**config.mk**
```make
export PLATFORM = sky130hd
export DESIGN_NAME = frac_baud_gen
export DESIGN_NICKNAME = d
export VERILOG_FILES = /design/src/rtl/brg_pkg.sv /design/src/rtl/brg_regs.sv /design/src/rtl/frac_divider.sv /design/src/rtl/frac_baud_gen.sv
export SDC_FILE = /design/constraint.sdc
export NUM_CORES = 1
export LEC_CHECK = 0
export ABC_AREA = 0
export BUFFER_PORTS_ARGS = -buffer_cell sky130_fd_sc_hd__buf_2
export CORE_MARGIN = 4
export CORE_UTILIZATION = 60
export CTS_CLUSTER_SIZE = 14
export DETAILED_ROUTE_END_ITERATION = 8
export GPL_ROUTABILITY_DRIVEN = 1
export PLACE_DENSITY_LB_ADDON = 0.15
export SLEW_MARGIN = 20
export SYNTH_ARGS = -nofsm -noshare
export SYNTH_HDL_FRONTEND = slang
export SYNTH_SLANG_ARGS = --single-unit
```
**constraint.sdc**
```tcl
create_clock -name clk -period 3.96 [get_ports clk]
set_clock_uncertainty 0.2 [all_clocks]
set_input_delay 0 -clock clk [delete_from_list [all_inputs] [get_ports clk]]
set_output_delay 0 -clock clk [all_outputs]
set_load 0.005 [all_outputs]
```
**src/rtl/brg_pkg.sv**
```systemverilog
package brg_pkg;

    localparam int DATA_W   = 16;
    localparam int FRAC_W   = 4;
    localparam int FRAC_LSB = 4;
    localparam int IR_CNT_W = 4;
    localparam int OVS_LOG2 = 4;

    typedef enum logic [1:0] {
        SEL_IR_FRAC   = 2'd0,
        SEL_IR_CNT    = 2'd1,
        SEL_UART_FRAC = 2'd2,
        SEL_UART_CNT  = 2'd3
    } brg_sel_e;

    typedef logic [FRAC_W-1:0] frac_t;

    typedef struct packed {
        logic ir_frac;
        logic ir_cnt;
        logic uart_frac;
        logic uart_cnt;
    } wr_hit_t;

    function automatic frac_t pick_frac(input logic [DATA_W-1:0] d);
        return d[FRAC_LSB +: FRAC_W];
    endfunction

    function automatic wr_hit_t decode_sel(input logic en, input brg_sel_e s);
        wr_hit_t h;
        h.ir_frac   = en && (s == SEL_IR_FRAC);
        h.ir_cnt    = en && (s == SEL_IR_CNT);
        h.uart_frac = en && (s == SEL_UART_FRAC);
        h.uart_cnt  = en && (s == SEL_UART_CNT);
        return h;
    endfunction

endpackage

```
**src/rtl/brg_regs.sv**
```systemverilog
module brg_regs
    import brg_pkg::*;
#(
    parameter int UART_CNT_W = 12
) (
    input  logic                  clk,
    input  logic                  rst,
    input  logic                  wr_en,
    input  logic [1:0]            wr_sel,
    input  logic [DATA_W-1:0]     wr_data,
    output frac_t                 ir_frac,
    output logic [IR_CNT_W-1:0]   ir_cnt,
    output frac_t                 uart_frac,
    output logic [UART_CNT_W-1:0] uart_cnt,
    output logic                  ir_restart,
    output logic                  uart_restart,
    output logic                  cfg_err
);

    wr_hit_t hit;
    logic    ir_zero;

    assign hit     = decode_sel(wr_en, brg_sel_e'(wr_sel));
    assign ir_zero = (wr_data[IR_CNT_W-1:0] == '0);

    always_ff @(posedge clk) begin
        if (rst) begin
            ir_frac   <= '0;
            ir_cnt    <= '0;
            uart_frac <= '0;
            uart_cnt  <= '0;
            cfg_err   <= 1'b0;
        end else begin
            if (hit.ir_frac)   ir_frac   <= pick_frac(wr_data);
            if (hit.uart_frac) uart_frac <= pick_frac(wr_data);
            if (hit.uart_cnt)  uart_cnt  <= wr_data[UART_CNT_W-1:0];
            if (hit.ir_cnt) begin
                ir_cnt <= wr_data[IR_CNT_W-1:0];
                if (ir_zero) cfg_err <= 1'b1;
            end
        end
    end

    assign ir_restart   = hit.ir_cnt;
    assign uart_restart = hit.uart_cnt;


    zero_cnt_flag_chk: assert property (@(posedge clk) disable iff (rst)
        (wr_en && wr_sel == 2'd1 && wr_data[IR_CNT_W-1:0] == '0) |=> cfg_err);


    err_sticky_chk: assert property (@(posedge clk) disable iff (rst)
        cfg_err |=> cfg_err);

endmodule

```
**src/rtl/frac_divider.sv**
```systemverilog
module frac_divider
    import brg_pkg::*;
#(
    parameter int BASE_W = 5
) (
    input  logic              clk,
    input  logic              rst,
    input  logic              restart,
    input  logic              enable,
    input  logic [BASE_W-1:0] base,
    input  frac_t             frac,
    output logic              tick
);

    localparam logic [BASE_W:0] ONE = (BASE_W+1)'(1);

    logic [BASE_W:0] cnt_q;
    logic [BASE_W:0] len;
    logic [BASE_W:0] last;
    frac_t           acc_q;
    logic            stretch_q;
    logic [FRAC_W:0] acc_sum;

    assign len     = {1'b0, base} + {{BASE_W{1'b0}}, stretch_q};
    assign last    = len - ONE;
    assign tick    = enable && (cnt_q == last);
    assign acc_sum = {1'b0, acc_q} + {1'b0, frac};

    always_ff @(posedge clk) begin
        if (rst || restart) begin
            cnt_q     <= '0;
            acc_q     <= '0;
            stretch_q <= 1'b0;
        end else if (enable) begin
            if (tick) begin
                cnt_q     <= '0;
                acc_q     <= acc_sum[FRAC_W-1:0];
                stretch_q <= acc_sum[FRAC_W];
            end else begin
                cnt_q <= cnt_q + ONE;
            end
        end
    end


    single_tick_chk: assert property (@(posedge clk) disable iff (rst)
        tick |=> !tick);


    restart_quiet_chk: assert property (@(posedge clk) disable iff (rst)
        restart |=> !tick);


    cnt_bound_chk: assert property (@(posedge clk) disable iff (rst)
        enable |-> (cnt_q < len));


    zero_frac_chk: assert property (@(posedge clk) disable iff (rst)
        (tick && frac == '0) |=> !stretch_q);

endmodule

```
**src/rtl/frac_baud_gen.sv**
```systemverilog
module frac_baud_gen
    import brg_pkg::*;
#(
    parameter int UART_CNT_W = 12
) (
    input  logic              clk,
    input  logic              rst,
    input  logic              wr_en,
    input  logic [1:0]        wr_sel,
    input  logic [DATA_W-1:0] wr_data,
    output logic              ir_tick,
    output logic              uart_tick,
    output logic              cfg_err
);

    localparam int IR_BASE_W   = IR_CNT_W + 1;
    localparam int UART_MULT_W = UART_CNT_W + 1;
    localparam int UART_BASE_W = UART_MULT_W + OVS_LOG2;

    frac_t                  ir_frac, uart_frac;
    logic [IR_CNT_W-1:0]    ir_cnt;
    logic [UART_CNT_W-1:0]  uart_cnt;
    logic                   ir_restart, uart_restart;
    logic                   ir_enable;
    logic [IR_BASE_W-1:0]   ir_base;
    logic [UART_MULT_W-1:0] uart_mult;
    logic [UART_BASE_W-1:0] uart_base;

    brg_regs #(.UART_CNT_W(UART_CNT_W)) u_regs (
        .clk          (clk),
        .rst          (rst),
        .wr_en        (wr_en),
        .wr_sel       (wr_sel),
        .wr_data      (wr_data),
        .ir_frac      (ir_frac),
        .ir_cnt       (ir_cnt),
        .uart_frac    (uart_frac),
        .uart_cnt     (uart_cnt),
        .ir_restart   (ir_restart),
        .uart_restart (uart_restart),
        .cfg_err      (cfg_err)
    );

    assign ir_enable = (ir_cnt != '0);
    assign ir_base   = {1'b0, ir_cnt} + {{IR_CNT_W{1'b0}}, 1'b1};
    assign uart_mult = {1'b0, uart_cnt} + {{UART_CNT_W{1'b0}}, 1'b1};
    assign uart_base = {uart_mult, {OVS_LOG2{1'b0}}};

    frac_divider #(.BASE_W(IR_BASE_W)) u_ir_div (
        .clk     (clk),
        .rst     (rst),
        .restart (ir_restart),
        .enable  (ir_enable),
        .base    (ir_base),
        .frac    (ir_frac),
        .tick    (ir_tick)
    );

    frac_divider #(.BASE_W(UART_BASE_W)) u_uart_div (
        .clk     (clk),
        .rst     (rst),
        .restart (uart_restart),
        .enable  (1'b1),
        .base    (uart_base),
        .frac    (uart_frac),
        .tick    (uart_tick)
    );


    ir_idle_chk: assert property (@(posedge clk) disable iff (rst)
        (ir_cnt == '0) |-> !ir_tick);

endmodule

```
==> impl_metrics.csv <==
group,metric,value,unit
clock_tree,numCtsBuffers,9,
power,p_leak,1.68,nW
detailed_routing,antenna_left,0,
timing,slew_viol_final,0,
die,core-area,5990,µm²
setup_path,rrSetupSlack,430,ps
synthesis,yosysSeqAreaShare,0.314,
timing,relSlewSlack,0.335,
place,place_ws,409,ps
flow_run,cap_viol_max_count,0,
worst_hold_path,hp-class,"primary input to register",
timing,max_freq,283,MHz
layout,utilization,0.716,
detailed_routing,routed_wl,7880,µm
clock_tree,clock_path_buffers,2,
detailed_routing,num_vias,3053,
synthesis,synth_area,3760,µm²
layout,layout_common_cells,"59 x dfxtp_1, 44 x nand2_1, 43 x nor2_1",
layout,drive_gt1_frac,0.165,
clock_tree,cts_tree,"yes",
detailed_routing,drcViolationCount,0,
clock_tree,clkTransAtPathRegs,80,ps
synthesis,synth_seq_cells,59,
synthesis,yosys_warnings,0,
layout,nets,488,
power,powerDensity,309,nW/µm²
place,port_buffers,19,
global_route,grt_remaining_overflow,0,
timing,tns,0,ps
detailed_routing,drt_iter0_drc,142,
setup_path,worst-path-max-fanout,18,
die,pin_count,24,
synthesis,syn_area_per_cell,9.08,µm²
synthesis,synth_top_area_frac,0.314,
synthesis,syn-num-nets,452,
global_route,grt_pass1_vias,3044,
die,initial_core_util,0.627,
synthesis,syn_inst,414,
die,dieArea,7590,µm²
timing,worst_slew_pin_slew,988,ps
die,die_y,87.1,µm
global_route,grt_max_degree,28,
global_route,grt_usage,0.228,
layout,areaGrowthSynthToFinish,14.1,%
clock_tree,worstSkewPairLatency,350,ps
timing,setup_ws,429,ps
outcome,status,"complete, no violations",
die,num_rows,28,
global_route,antenna_found_initial,0,
power,worst_ir_drop_vdd,0.254,mV
synthesis,synth_cell_type_count,64,
setup_path,worst_setup_path_end_kind,"register",
die,die_w,87.1,µm
setup_path,crit_arrival,3540,ps
setup_path,crit_path_start_kind,"register",
layout,final_common_cell,"dfxtp_1",
setup_path,cp_data_required_time,3960,ps
layout,n_antenna_cell,0,
detailed_routing,firstDrtPassIters,4,
timing,final_hold_viol_count,0,
synthesis,synth_top_flop_cell,"dfxtp_1",
synthesis,synthTopCellsByArea,"dfxtp_1 31%, xnor2_1 7.5%, xor2_1 5.1%",
synthesis,synth-async-reset-ratio,0,
detailed_routing,viasPerCell,5.76,
place,routabilityCongestion,0.850,
place,place_area,3850,µm²
place,hpwl,5520,µm
timing,rsz0062_at_grt,"false",
clock_tree,cts_root_buffer,"clkbuf_8",
global_route,grt_first_pass_wirelength,13800,µm
timing,fin_crit,3530,ps
layout,nFillCells,450,
clock_tree,post_cts_buffers,0,
timing,finalCritPeriodShare,0.892,
synthesis,synth_enable_flop_cells,0,
layout,final_cell_area,4290,µm²
clock_tree,htreeDepth,3,
synthesis,synth_top_area_cell,"dfxtp_1",
timing,setup_viol,0,
setup_path,path_class,"register to register",
detailed_routing,wl_per_cell,14.9,µm
clock_tree,cts.sinks,59,
-- flip-flops by register name (all words and copies together) (netlist names) --
register and flops:
u_regs.ir_cnt 4, u_regs.cfg_err 1, u_ir_div.cnt_q 6, u_regs.ir_frac 4
u_uart_div.acc_q 4, u_ir_div.acc_q 4, u_regs.uart_frac 4, u_uart_div.stretch_q 1
u_ir_div.stretch_q 1, u_uart_div.cnt_q 18, u_regs.uart_cnt 12
-- cells in the mapped netlist (all sizes together), types with 5 or more instances --
cell / instances
and3: 5
xnor2: 33
nor2: 44
nor3: 23
nand2: 44
inv: 11
nand4: 10
clkbuf: 11
a21oi: 25
nand3: 18
dfxtp: 59
xor2: 22
ha: 15
o21ai: 6
nor4: 8
mux2i: 14
nor3b: 5
buf: 10
-- critical path, stage by stage, from the launching register on --
cell and delay, ps:
dfxtp_1 470, ha_1 470, xor2_1 190, nor4b_4 320, and2b_4 240, xor2_1 160, a22oi_1 180, or4_4 620
nor2_4 140, buf_4 290, nor3_1 100
-- cell families (layout without fill, tap and decap cells) --
family | count (synthesis) | count (layout) | synth area share
simple gates | 173 | 173 | 0.263
flops | 59 | 59 | 0.314
mux | 15 | 15 | 0.0403
compound gates | 59 | 59 | 0.122
buf+inv | 32 | 73 | 0.0426
fa+ha+maj | 17 | 17 | 0.0606
xor+xnor | 59 | 59 | 0.157
-- power breakdown --
| group | switching, W | total (W) | internal [W] | leakage [nW] |
|---|---|---|---|---|
| Clock | 0.000249 | 0.000543 | 0.000294 | 0.0937 |
| Combinational | 0.0000828 | 0.000155 | 0.0000718 | 1.11 |
| Sequential | 0.0000183 | 0.000626 | 0.000608 | 0.478 |
| Total | 0.000350 | 0.00132 | 0.000974 | 1.68 |
-- through the flow --
| step | cells | hold WS [ps] | power, W |
|---|---|---|---|
| finish | 530 | 50.0 | 0.00132 |
| global route | 530 | 45.6 | 0.00138 |
| CTS | 530 | 20.6 | 0.00133 |
| detailed placement | 490 | 54.2 | 0.000775 |
| global placement | 490 | 52.7 | 0.000770 |
| floorplan | 414 | -64.0 | 0.000742 |
-- final timing paths --
path / start / endpoint / depth (start not counted)
setup / recovery: u_regs.uart_cnt[1]$_SDFFE_PP0P_ / u_uart_div.cnt_q[13]$_SDFF_PP0_ / 10
hold / removal: wr_en / u_regs.ir_frac[1]$_SDFFE_PP0P_ / 4
setup reg to reg: u_regs.uart_cnt[1]$_SDFFE_PP0P_ / u_uart_div.cnt_q[13]$_SDFF_PP0_ / 10
hold reg to reg: u_regs.cfg_err$_SDFFE_PP0P_ / u_regs.cfg_err$_SDFFE_PP0P_ / 2
-- cell type report --
type / instances / area [µm²] / area share
clock buffers: 11 / 131 / 0.0306
inverters: 11 / 41.3 / 0.00963
flip-flops and latches: 59 / 1180 / 0.275
well taps: 75 / 93.8 / 0.0219
repair buffers: 46 / 358 / 0.0835
clock inverters: 5 / 63.8 / 0.0149
multi-input cells: 323 / 2420 / 0.564
-- routing by layer --
layer  GRT usage  wire length, µm  vias up
li1            -                -     1528
met1       0.281             3570     1452
met2       0.390             3940       60
met3      0.0549              254       13
met4      0.0753              119        0
met5           0                0        -
-- timing repair --
item	in CTS	in global routing
hold endpoints to repair	25	0
resized for setup	0	0
hold buffers	24	0
No activity file was read; power rests on OpenSTA's default activity.
